==> src/rtl/dbs_pkg.sv <==
// Shared types for the DMA burst scheduler.
package dbs_pkg;
    typedef enum logic [1:0] {
        PRIO_LOW  = 2'd0,
        PRIO_HIGH = 2'd1,
        PRIO_AUTO = 2'd2,
        PRIO_RSVD = 2'd3
    } prio_e;

    typedef enum logic [1:0] {
        ST_IDLE  = 2'd0,
        ST_WAIT  = 2'd1,
        ST_ISSUE = 2'd2,
        ST_MOVE  = 2'd3
    } sched_st_e;
endpackage

==> src/rtl/dbs_len_calc.sv <==
// Transaction length: the smallest of the burst size, the remaining count and the
// bytes left before the next device-address boundary.
// Assumes CNT_W is wider than both BURST_W+1 and the widest boundary span.
module dbs_len_calc #(
    parameter int ADDR_W    = 32,
    parameter int CNT_W     = 24,
    parameter int BURST_W   = 8,
    parameter int BC_W      = 4,
    parameter int BCODE_MAX = 10,
    localparam int LEN_W    = BURST_W + 1,
    localparam int BOUND_W  = BCODE_MAX + 5
) (
    input  logic [ADDR_W-1:0]  addr,
    input  logic [CNT_W-1:0]   remaining,
    input  logic [BURST_W-1:0] burst,
    input  logic [BC_W-1:0]    bcode,
    output logic [LEN_W-1:0]   len
);
    logic [LEN_W-1:0]   burst_eff;
    logic [BOUND_W-1:0] span;
    logic [BOUND_W-1:0] offs;
    logic [BOUND_W-1:0] left;
    logic               bound_on;
    logic [CNT_W-1:0]   pick;

    // Minimum of the three limits; a code outside 1..BCODE_MAX disables the boundary.
    always_comb begin
        burst_eff = (burst == '0) ? {1'b1, {BURST_W{1'b0}}} : {1'b0, burst};
        bound_on  = (bcode != '0) && (bcode <= BC_W'(BCODE_MAX));
        span      = BOUND_W'(16) << bcode;
        offs      = addr[BOUND_W-1:0] & (span - BOUND_W'(1));
        left      = span - offs;
        pick      = CNT_W'(burst_eff);
        if (remaining < pick) pick = remaining;
        if (bound_on && (CNT_W'(left) < pick)) pick = CNT_W'(left);
        len = pick[LEN_W-1:0];
    end
endmodule

==> src/rtl/dbs_timer.sv <==
// Per-transaction time budget: a prescaler turns clock cycles into 100 ns ticks.
// expire is high in the last cycle of a LIMIT*TICK_CYCLES window while run is high.
// Counters restart whenever run drops.
module dbs_timer #(
    parameter int TL_W        = 12,
    parameter int TICK_CYCLES = 10,
    localparam int SUB_W      = (TICK_CYCLES > 1) ? $clog2(TICK_CYCLES) : 1
) (
    input  logic            clk,
    input  logic            rst_n,
    input  logic            run,
    input  logic [TL_W-1:0] limit,
    output logic            expire
);
    logic [SUB_W-1:0] sub_q;
    logic [TL_W-1:0]  ticks_q;
    logic             sub_wrap;

    assign sub_wrap = (sub_q == SUB_W'(TICK_CYCLES - 1));
    assign expire   = run && (limit != '0) && sub_wrap && (ticks_q == limit - TL_W'(1));

    // Count cycles and ticks while a transaction runs.
    always_ff @(posedge clk) begin
        if (!rst_n || !run) begin
            sub_q   <= '0;
            ticks_q <= '0;
        end else if (sub_wrap) begin
            sub_q   <= '0;
            ticks_q <= ticks_q + TL_W'(1);
        end else begin
            sub_q <= sub_q + SUB_W'(1);
        end
    end


    tick_range_chk: assert property (@(posedge clk) disable iff (!rst_n)
        (run && limit != '0) |-> (ticks_q < limit));
endmodule

==> src/rtl/dbs_prio.sv <==
// Request priority. The automatic mode latches once the FIFO is seen empty on a
// write or full on a read; the latch is cleared when a new transfer is accepted.
module dbs_prio
    import dbs_pkg::*;
#(
    parameter int LVL_W      = 6,
    parameter int FIFO_DEPTH = 32
) (
    input  logic             clk,
    input  logic             rst_n,
    input  logic             clear,
    input  logic             busy,
    input  prio_e            mode,
    input  logic             dir_wr,
    input  logic [LVL_W-1:0] level,
    output logic             high
);
    logic flag_q;
    logic starved;

    assign starved = dir_wr ? (level == '0) : (level == LVL_W'(FIFO_DEPTH));
    assign high    = busy && ((mode == PRIO_HIGH) || ((mode == PRIO_AUTO) && flag_q));

    // Sticky automatic-raise flag.
    always_ff @(posedge clk) begin
        if (!rst_n || clear) flag_q <= 1'b0;
        else if (busy && mode == PRIO_AUTO && starved) flag_q <= 1'b1;
    end


    auto_sticky_chk: assert property (@(posedge clk) disable iff (!rst_n)
        (busy && flag_q && !clear) |=> flag_q);
endmodule

==> src/rtl/dma_burst_sched.sv <==
// DMA burst and boundary scheduler. Waits for the FIFO level to cross the
// direction's threshold, requests one bus transaction of a computed length, counts
// bytes by beats, and repeats until the total is moved. Setup inputs are latched
// on the accepted start; FIFO level and thresholds are used live.
module dma_burst_sched
    import dbs_pkg::*;
#(
    parameter int ADDR_W      = 32,
    parameter int CNT_W       = 24,
    parameter int BURST_W     = 8,
    parameter int LVL_W       = 6,
    parameter int FIFO_DEPTH  = 32,
    parameter int TL_W        = 12,
    parameter int TICK_CYCLES = 10,
    parameter int BC_W        = 4,
    parameter int BCODE_MAX   = 10,
    localparam int LEN_W      = BURST_W + 1,
    localparam int BOUND_W    = BCODE_MAX + 5
) (
    input  logic               clk,
    input  logic               rst_n,
    input  logic               start,
    input  logic               dir_wr,
    input  logic [CNT_W-1:0]   total_bytes,
    input  logic [BURST_W-1:0] burst_bytes,
    input  logic [ADDR_W-1:0]  dev_addr,
    input  logic [BC_W-1:0]    bound_code,
    input  logic [TL_W-1:0]    time_limit,
    input  logic [1:0]         prio_sel,
    input  logic               scramble,
    input  logic [LVL_W-1:0]   fifo_level,
    input  logic [LVL_W-1:0]   tx_thresh,
    input  logic [LVL_W-1:0]   rx_thresh,
    input  logic               req_ready,
    input  logic               beat,
    output logic               req_valid,
    output logic [ADDR_W-1:0]  req_addr,
    output logic [LEN_W-1:0]   req_bytes,
    output logic               xfer_active,
    output logic               busy,
    output logic               done,
    output logic               err,
    output logic               prio_high
);
    sched_st_e          st;
    logic [ADDR_W-1:0]  addr_q;
    logic [CNT_W-1:0]   rem_q;
    logic [LEN_W-1:0]   len_q;
    logic [LEN_W-1:0]   moved_q;
    logic               dir_q;
    logic [BURST_W-1:0] burst_q;
    logic [BC_W-1:0]    bcode_q;
    logic [TL_W-1:0]    limit_q;
    prio_e              mode_q;
    logic               done_q;
    logic               err_q;

    logic [LEN_W-1:0]   len_w;
    logic               trigger;
    logic               expire;
    logic               accept;
    logic               last_beat;
    logic               xfer_end;
    logic [CNT_W-1:0]   rem_after;

    dbs_len_calc #(
        .ADDR_W(ADDR_W), .CNT_W(CNT_W), .BURST_W(BURST_W),
        .BC_W(BC_W), .BCODE_MAX(BCODE_MAX)
    ) u_len (
        .addr(addr_q), .remaining(rem_q), .burst(burst_q), .bcode(bcode_q), .len(len_w)
    );

    dbs_timer #(.TL_W(TL_W), .TICK_CYCLES(TICK_CYCLES)) u_timer (
        .clk(clk), .rst_n(rst_n), .run(st == ST_MOVE), .limit(limit_q), .expire(expire)
    );

    dbs_prio #(.LVL_W(LVL_W), .FIFO_DEPTH(FIFO_DEPTH)) u_prio (
        .clk(clk), .rst_n(rst_n), .clear(accept), .busy(busy), .mode(mode_q),
        .dir_wr(dir_q), .level(fifo_level), .high(prio_high)
    );

    assign accept      = (st == ST_IDLE) && start;
    assign trigger     = dir_q ? (fifo_level < tx_thresh) : (fifo_level > rx_thresh);
    assign last_beat   = beat && (moved_q + LEN_W'(1) == len_q);
    assign xfer_end    = last_beat || expire;
    assign rem_after   = rem_q - CNT_W'(beat);

    assign busy        = (st != ST_IDLE);
    assign req_valid   = (st == ST_ISSUE);
    assign xfer_active = (st == ST_MOVE);
    assign req_addr    = addr_q;
    assign req_bytes   = len_q;
    assign done        = done_q;
    assign err         = err_q;

    // Transfer sequencing: latch setup, wait for level, request, count beats.
    always_ff @(posedge clk) begin
        if (!rst_n) begin
            st      <= ST_IDLE;
            addr_q  <= '0;
            rem_q   <= '0;
            len_q   <= '0;
            moved_q <= '0;
            dir_q   <= 1'b0;
            burst_q <= '0;
            bcode_q <= '0;
            limit_q <= '0;
            mode_q  <= PRIO_LOW;
            done_q  <= 1'b0;
            err_q   <= 1'b0;
        end else begin
            case (st)
                ST_IDLE: if (start) begin
                    done_q  <= 1'b0;
                    err_q   <= 1'b0;
                    addr_q  <= dev_addr;
                    rem_q   <= total_bytes;
                    dir_q   <= dir_wr;
                    burst_q <= burst_bytes;
                    bcode_q <= bound_code;
                    limit_q <= time_limit;
                    mode_q  <= prio_e'(prio_sel);
                    if (scramble && dev_addr[1:0] != 2'b00) err_q <= 1'b1;
                    else if (total_bytes == '0)            done_q <= 1'b1;
                    else                                    st <= ST_WAIT;
                end
                ST_WAIT: if (trigger) begin
                    len_q <= len_w;
                    st    <= ST_ISSUE;
                end
                ST_ISSUE: if (req_ready) begin
                    moved_q <= '0;
                    st      <= ST_MOVE;
                end
                ST_MOVE: begin
                    if (beat) begin
                        addr_q  <= addr_q + ADDR_W'(1);
                        rem_q   <= rem_after;
                        moved_q <= moved_q + LEN_W'(1);
                    end
                    if (xfer_end) begin
                        if (rem_after == '0) begin
                            st     <= ST_IDLE;
                            done_q <= 1'b1;
                        end else begin
                            st <= ST_WAIT;
                        end
                    end
                end
                default: st <= ST_IDLE;
            endcase
        end
    end

    // Boundary span of the latched code, used by the checks below.
    logic [BOUND_W-1:0] chk_bs;
    logic [BOUND_W:0]   chk_end;
    always_comb begin
        chk_bs  = BOUND_W'(16) << bcode_q;
        chk_end = {1'b0, addr_q[BOUND_W-1:0] & (chk_bs - BOUND_W'(1))} + (BOUND_W + 1)'(len_q);
    end


    req_hold_chk: assert property (@(posedge clk) disable iff (!rst_n)
        (req_valid && !req_ready) |=> (req_valid && $stable(req_addr) && $stable(req_bytes)));


    len_fit_chk: assert property (@(posedge clk) disable iff (!rst_n)
        req_valid |-> (req_bytes != '0 && CNT_W'(req_bytes) <= rem_q));


    bound_chk: assert property (@(posedge clk) disable iff (!rst_n)
        (req_valid && bcode_q != '0 && bcode_q <= BC_W'(BCODE_MAX)) |-> (chk_end <= {1'b0, chk_bs}));


    done_idle_chk: assert property (@(posedge clk) disable iff (!rst_n)
        done |-> !busy);


    err_idle_chk: assert property (@(posedge clk) disable iff (!rst_n)
        err |-> (!busy && !done));


    move_count_chk: assert property (@(posedge clk) disable iff (!rst_n)
        (xfer_active && beat && !xfer_end) |=> (xfer_active && rem_q == $past(rem_q) - CNT_W'(1)));
endmodule

==> config.mk <==
export PLATFORM = sky130hd
export DESIGN_NAME = dma_burst_sched
export DESIGN_NICKNAME = d
export VERILOG_FILES = /design/src/rtl/dbs_pkg.sv /design/src/rtl/dbs_len_calc.sv /design/src/rtl/dbs_timer.sv /design/src/rtl/dbs_prio.sv /design/src/rtl/dma_burst_sched.sv
export SDC_FILE = /design/constraint.sdc
export NUM_CORES = 1
export LEC_CHECK = 0
export ABC_AREA = 1
export BUFFER_PORTS_ARGS = -buffer_cell sky130_fd_sc_hd__buf_2
export CORE_MARGIN = 4
export CORE_UTILIZATION = 52
export DETAILED_ROUTE_END_ITERATION = 7
export GPL_TIMING_DRIVEN = 0
export MAX_ROUTING_LAYER = met4
export PLACE_DENSITY = 0.84
export REMOVE_ABC_BUFFERS = 1
export SYNTH_ARGS = -nofsm -noshare
export SYNTH_HDL_FRONTEND = slang
export SYNTH_SLANG_ARGS = --single-unit
==> constraint.sdc <==
create_clock -name clk -period 3.4 [get_ports clk]
set_clock_uncertainty 0.1 [all_clocks]
set_input_delay 0.51 -clock clk [delete_from_list [all_inputs] [get_ports clk]]
set_output_delay 0.51 -clock clk [all_outputs]
set_load 0.05 [all_outputs]
==> results.sh, run 1 <==
export IMPL_outcome="complete, but fails checks"
export IMPL_violations="setup timing"
export IMPL_synth_avg_cell_area_um2=6.573
export IMPL_fin_crit_sh=1.125
export IMPL_drc_errors=0
export IMPL_whs_endpoint="limit_q[8]"
export IMPL_muxShareOfSynthArea=0
export IMPL_avgRoutedWirePerCell_um=15.19
export IMPL_relSlewSlack=0.3700
export IMPL_min_path_type="primary input to flip-flop"
export IMPL_io_buffers=153
export IMPL_dp_hpwl_um=18340
export IMPL_numClockSinks=122
export IMPL_syn_inst=1318
export IMPL_drive_above_1_share=0.2055
export IMPL_path_clk_slew_ns=0.06
export IMPL_diodes=0
export IMPL_critPathMaxFanout=6
export IMPL_synthArstFlopShare=0
export IMPL_yosysMostFrequentCell="nand2_1"
export IMPL_ys_warn_count=0
export IMPL_reg2reg_from="bcode_q[2]"
export IMPL_worstSkewPairLatency_ns=0.42
export IMPL_ios=154
export IMPL_ant_nets=0
export IMPL_required_ns=3.63
export IMPL_power_density_nw_per_um2=926.2
export IMPL_die_area_um2=18790
export IMPL_fillers=1362
export IMPL_finalHoldViolations=0
export IMPL_fmax_ghz=0.2615
export IMPL_synthTopCellsByCount="222 x nand2_1, 152 x nor2_1, 149 x inv_1, 145 x a21oi_1, 122 x dfxtp_1"
export IMPL_synth_xor_area_frac=0.07481
export IMPL_synth_top_cell_area_share=0.2819
export IMPL_synth_area_top_cells="dfxtp_1 28%, nand2_1 9.6%, a21oi_1 8.4%, ha_1 7.4%, nor2_1 6.6%"
export IMPL_vias=9431
export IMPL_period_needed_ns=3.824
export IMPL_setup_slack_ns=-0.4240
export IMPL_min_path_cells=3
export IMPL_synth_seq_cells=122
export IMPL_start_util=0.5376
export IMPL_nNetsFinal=1639
export IMPL_grt_pass1_wl_um=40570
export IMPL_drv_slew=0
export IMPL_cts_buffers=17
export IMPL_layout_cells_non_filler=1710
export IMPL_first_pass_iters=6
export IMPL_grt_max_degree=62
export IMPL_gr_total_overflow=0
export IMPL_final_setup_viol_count=9
export IMPL_synthAdderAreaFrac=0.07366
export IMPL_finalWirelength_um=25980
export IMPL_ir_drop_uv=552.2
export IMPL_start_kind="flip-flop"
export IMPL_yosysUniqueCellTypes=53
export IMPL_track_usage=0.2751
export IMPL_cts_tree="yes"
export IMPL_place_ws_ns=-0.8805
export IMPL_routabilityCongestion=0.9339
export IMPL_synth_compound_area_share=0.1971
export IMPL_grt_pass1_vias=8678
export IMPL_fp_dieW_um=137.1
export IMPL_rows=46
export IMPL_cts_root_buf="clkbuf_16"
export IMPL_place_area_um2=9656
export IMPL_holdBufCountCts=0
export IMPL_critPathTopFamily="simple AND/OR/NAND/NOR gates"
export IMPL_hold_ws_ns=0.2412
export IMPL_die_h_um=137.1
export IMPL_post_place_cells=1653
export IMPL_reg2reg_depth=25
export IMPL_multi_input_area_um2=5682
export IMPL_drt_initial_drc_count=640
export IMPL_coreArea_um2=16120
export IMPL_critPathMaxStageDelay_ns=0.36
export IMPL_via_per_inst=5.515
export IMPL_design_area_um2=10680
export IMPL_hold_start="time_limit[8]"
export IMPL_ys_seq_area_frac=0.2819
export IMPL_syn_area_um2=8663
export IMPL_synth_simple_area_share=0.2793
export IMPL_crit_buf_inv=5
export IMPL_cts_max_level=4
export IMPL_rr_endpoint="req_bytes[6]"
export IMPL_p_leak_nw=4.831
export IMPL_synth_top_family_by_area="simple AND/OR/NAND/NOR gates"
export IMPL_p_total_w=0.009892
export IMPL_worstMarginPinSlew_ns=0.9439
export IMPL_antenna_found_initial=0
export IMPL_grt_setup_unrepaired="yes"
export IMPL_path_depth=25
export IMPL_crit_type="flip-flop to flip-flop"
export IMPL_end_kind="flip-flop"
export IMPL_cap_viol_max_count=0
export IMPL_synth_main_ff_cell="dfxtp_1"
export IMPL_synth_edff_count=0
export IMPL_crit_arrival_ns=4.05
export IMPL_synth_largest_area_cell="dfxtp_1"
export IMPL_r2r_slack_ns=-0.42
export IMPL_cpMaxStageDelayCell="dfxtp_4"
export IMPL_area_delta_synth_final_pct=23.28
export IMPL_layout_area_seq_um2=2455
export IMPL_clockBufferDepth=2
stage by stage:
step	util	setup TNS (ns)
2_1_floorplan	-	-204.00
3_3_place_gp	0.5926	-389.29
3_5_place_dp	0.5991	-7.748
4_1_cts	0.6541	-2.433
5_1_grt	0.6627	-5.411
6_report	0.6627	-3.587
cell families after synthesis:
group | after synthesis
fa+ha+maj | 51
simple gates | 541
xor+xnor | 74
flops | 122
compound gates | 317
buf+inv | 212
other cells | 1
where the power goes:
| part | switching [W] | leakage, nW | internal [W] | total (W) |
|---|---|---|---|---|
| registers | 0.000474 | 1.00 | 0.00180 | 0.00227 |
| logic | 0.00371 | 3.54 | 0.00209 | 0.00580 |
| clock network | 0.000664 | 0.287 | 0.00115 | 0.00181 |
routing by layer:
layer,global-route usage,vias to the layer above,wire length [um]
li1,-,4729,-
met4,0.1247,0,941
met3,0.05037,70,1703
met1,0.3264,4283,10750
met5,-,-,0
met2,0.4540,349,12580
worst register-to-register path, stage by stage (launching register included):
cell	delay (ns)
dfxtp_4	0.36
nor2_4	0.16
inv_4	0.06
nor2_4	0.09
inv_2	0.06
ha_4	0.17
nor2_4	0.10
nor2_4	0.06
buf_4	0.13
a21oi_2	0.10
nand2_1	0.10
a21oi_2	0.18
o22ai_2	0.10
a21oi_2	0.20
buf_4	0.13
xor2_1	0.15
ha_1	0.27
nand2_1	0.11
or2_4	0.13
a21oi_2	0.07
nor4_4	0.34
buf_6	0.20
nand2_8	0.08
nand2_2	0.07
nand3_2	0.08
a21oi_1	0.15
state kept, by name, summed over array words and instances, names as in the netlist:
register         count
req_addr            32
err                  1
rem_q               24
u_timer.ticks_q     12
dir_q                1
done                 1
burst_q              8
bcode_q              4
st                   2
mode_q               2
moved_q              9
u_timer.sub_q        4
u_prio.flag_q        1
limit_q             12
req_bytes            9
cell usage in the layout (no fill, tap or decap), types with 4 or more instances in the layout:
cell type and instances:
nand2_4 5, nor3_2 5, a221oi_1 5, nor4_1 14, clkbuf_16 17, conb_1 6, nand2_2 10, xnor2_1 26
clkinvlp_4 5, ha_1 49, nand4_1 26, clkinv_2 6, o21ai_1 16, a21oi_2 11, xor2_1 48, nand3b_1 4
nand3_1 61, buf_2 154, o21ai_0 108, o22ai_1 8, nor2_1 146, buf_4 20, nand3_2 8, nor3_1 24
clkbuf_8 4, inv_1 147, nor2_4 9, dfxtp_1 118, inv_2 16, a31oi_1 4, nand2_1 213, a21oi_1 135
a211oi_1 8, or2_2 4
repair_timing:
action / 4_1_cts / 5_1_grt
resized for setup: 38 / 25
setup buffers: 17 / 5
setup endpoints to repair: 9 / 11
pin swaps: 19 / 17
cloned: 2 / 1
worst max path at each step:
stage / endpoint / startpoint
global placement: req_addr[9] / st[0]
finish: req_bytes[6] / bcode_q[2]
global route: req_bytes[2] / bcode_q[2]
floorplan: req_addr[9] / st[0]
detailed placement: req_bytes[7] / bcode_q[3]
CTS: req_bytes[6] / bcode_q[3]
cell type report:
| cell class | instances | share of cell area |
|---|---|---|
| Multi-Input combinational cell | 991 | 0.5320 |
| Sequential cell | 122 | 0.2299 |
| Clock buffer | 21 | 0.04499 |
| Clock inverter | 11 | 0.01113 |
| Tap cell | 216 | 0.02530 |
| Timing Repair Buffer | 180 | 0.09653 |
| Inverter | 169 | 0.06022 |
Note: power is estimated with default switching activity, not from simulation.
==> run 2: changes to the inputs <==
--- a/config.mk
+++ b/config.mk
@@ -8,11 +8,12 @@
 export ABC_AREA = 1
 export BUFFER_PORTS_ARGS = -buffer_cell sky130_fd_sc_hd__buf_2
 export CORE_MARGIN = 4
-export CORE_UTILIZATION = 52
+export CORE_UTILIZATION = 57
 export DETAILED_ROUTE_END_ITERATION = 7
 export GPL_TIMING_DRIVEN = 0
 export MAX_ROUTING_LAYER = met4
-export PLACE_DENSITY = 0.84
+export PLACE_DENSITY = 0.87
+export RECOVER_POWER = 100
 export REMOVE_ABC_BUFFERS = 1
 export SYNTH_ARGS = -nofsm -noshare
 export SYNTH_HDL_FRONTEND = slang
==> constraint.sdc (replaced) <==
create_clock -name clk -period 4.37 [get_ports clk]
set_clock_uncertainty 0.1 [all_clocks]
set_input_delay 0.6555 -clock clk [delete_from_list [all_inputs] [get_ports clk]]
set_output_delay 0.6555 -clock clk [all_outputs]
set_load 0.05 [all_outputs]
==> run 2 against run 1 <==
Net effect:
- the run ends with capacitance limit, slew limit left
- non-clock buffer count is 18 lower
- final cell count shrank 3.1%
- sequential power shrank 22%
- via count fell by 1.1%
- critical path depth is 2 lower
- fmax down 6.8%
- hold slack better by 0.13 ns
- register-to-register slack improved by 0.69 ns
- setup slack better by 0.69 ns
- critical endpoint is now req_bytes[5]
- clock power decreased by 25%
- core utilization up 2.5 points
==> results.sh, run 2 (synthesis gave the netlist of run 1 again) <==
export IMPL_fmax_ghz=0.2438
export IMPL_crit_type="flip-flop to flip-flop"
export IMPL_critPathLaunch="bcode_q[2]"
export IMPL_grt_pass1_vias=8743
export IMPL_track_usage=0.2866
export IMPL_drc_errors=0
export IMPL_die_h_um=131.3
export IMPL_layout_area_seq_um2=2444
export IMPL_cpMaxStageDelayCell="nor4_4"
export IMPL_power_density_nw_per_um2=700.8
export IMPL_violations="capacitance limit, slew limit"
export IMPL_ios=154
export IMPL_p_leak_nw=4.493
export IMPL_nNetsFinal=1619
export IMPL_outcome="complete, but fails checks"
export IMPL_critPathMaxFanout=9
export IMPL_ir_drop_uv=463.3
export IMPL_gr_total_overflow=0
export IMPL_area_delta_synth_final_pct=16.75
export IMPL_period_needed_ns=4.102
export IMPL_cts_tree="yes"
export IMPL_setup_slack_ns=0.2678
export IMPL_cts_buffers=17
export IMPL_critPathTopFamily="simple AND/OR/NAND/NOR gates"
export IMPL_worstSkewPairLatency_ns=0.42
export IMPL_cap_viol_max_count=2
export IMPL_post_place_cells=1622
export IMPL_holdBufCountCts=0
export IMPL_coreArea_um2=14700
export IMPL_path_clk_slew_ns=0.06
export IMPL_vias=9328
export IMPL_ant_nets=0
export IMPL_postLayoutCoreUtil=0.6881
export IMPL_crit_buf_inv=3
export IMPL_cp_cell_sequence="nor2_4, inv_2, nor2_2, inv_2, ha_1, nor2_1, nor2_1, a21oi_2, nand4_1, o211ai_2, nand2_1, a22oi_2, a21oi_2, o21ai_1, xor2_1, ha_1, a21boi_0, nor4_4, buf_6, nand2_4, nand2_1, nand3_1, a21oi_1"
export IMPL_end_kind="flip-flop"
export IMPL_antenna_found_initial=0
export IMPL_finalHoldViolations=0
export IMPL_grt_max_degree=62
export IMPL_hold_start="u_timer.sub_q[0]"
export IMPL_drv_slew=92
export IMPL_fp_dieW_um=131.3
export IMPL_avgRoutedWirePerCell_um=15.02
export IMPL_grt_pass1_wl_um=40230
export IMPL_drive_above_1_share=0.1303
export IMPL_cts_root_buf="clkbuf_16"
export IMPL_numClockSinks=122
export IMPL_first_pass_iters=6
export IMPL_critPathMaxStageDelay_ns=0.37
export IMPL_cts_max_level=4
export IMPL_final_cell_mix="222 x nand2_1, 150 x nor2_1, 149 x inv_1"
export IMPL_min_path_type="flip-flop to flip-flop"
export IMPL_clockBufferDepth=2
export IMPL_finalWirelength_um=24890
export IMPL_die_area_um2=17240
export IMPL_final_setup_viol_count=0
export IMPL_via_per_inst=5.629
export IMPL_reg2reg_from="bcode_q[2]"
export IMPL_required_ns=4.60
export IMPL_io_buffers=153
export IMPL_rows=44
export IMPL_dp_hpwl_um=18350
export IMPL_diodes=0
export IMPL_start_kind="flip-flop"
export IMPL_place_ws_ns=0.005803
export IMPL_fin_crit_sh=0.9387
export IMPL_relSlewSlack=-0.1738
export IMPL_layout_cells_non_filler=1657
export IMPL_worstMarginPinSlew_ns=1.761
export IMPL_routabilityCongestion=0.9393
export IMPL_crit_arrival_ns=4.33
export IMPL_hold_ws_ns=0.3709
export IMPL_layout_commonest_cell="nand2_1"
export IMPL_start_util=0.5894
export IMPL_r2r_slack_ns=0.27
export IMPL_fillers=1294
export IMPL_largest_reg_flops=32
export IMPL_multi_input_area_um2=5451
export IMPL_drt_initial_drc_count=621
[run 2: timing repair]
item | in CTS | in global routing
gates resized for setup | 0 | 6
pin swaps | 1 | 3
setup buffers | 1 | 2
cloned | 0 | 1
setup endpoints to repair | 9 | 9
[run 2: path summary, 6_finish.rpt]
check,end,depth (start not counted)
max,req_bytes[5],23
max reg2reg,req_bytes[5],23
min reg2reg,u_timer.sub_q[0],1
min,u_timer.sub_q[0],1
[run 2: where the power goes]
part	switching, W	internal, W
combinational	0.00265	0.00131
sequential	0.000369	0.00140
clock	0.000504	0.000859
total	0.00352	0.00357
[run 2: final cells by class]
cell class | instances | share of cell area
Timing Repair Buffer | 162 | 0.07818
Multi-Input combinational cell | 989 | 0.5390
Tap cell | 184 | 0.02276
Sequential cell | 122 | 0.2416
Clock buffer | 22 | 0.04589
Inverter | 169 | 0.06296
Clock inverter | 9 | 0.009649
[run 2: stage by stage]
stage,cell area (um^2),setup TNS (ns),power (W)
floorplan,8514,-146.22,0.004681
global placement,9510,-300.38,0.005422
detailed placement,9643,0,0.005667
CTS,10210,0,0.007102
global route,10110,-0.02580,0.007641
finish,10110,0,0.007088
[run 2: routing by layer]
metal	vias to the layer above	track usage	share of wire
li1	4679	-	-
met1	4251	0.3211	0.40
met2	352	0.4965	0.49
met3	46	0.05925	0.073
met4	0	0.1237	0.031
met5	-	-	0
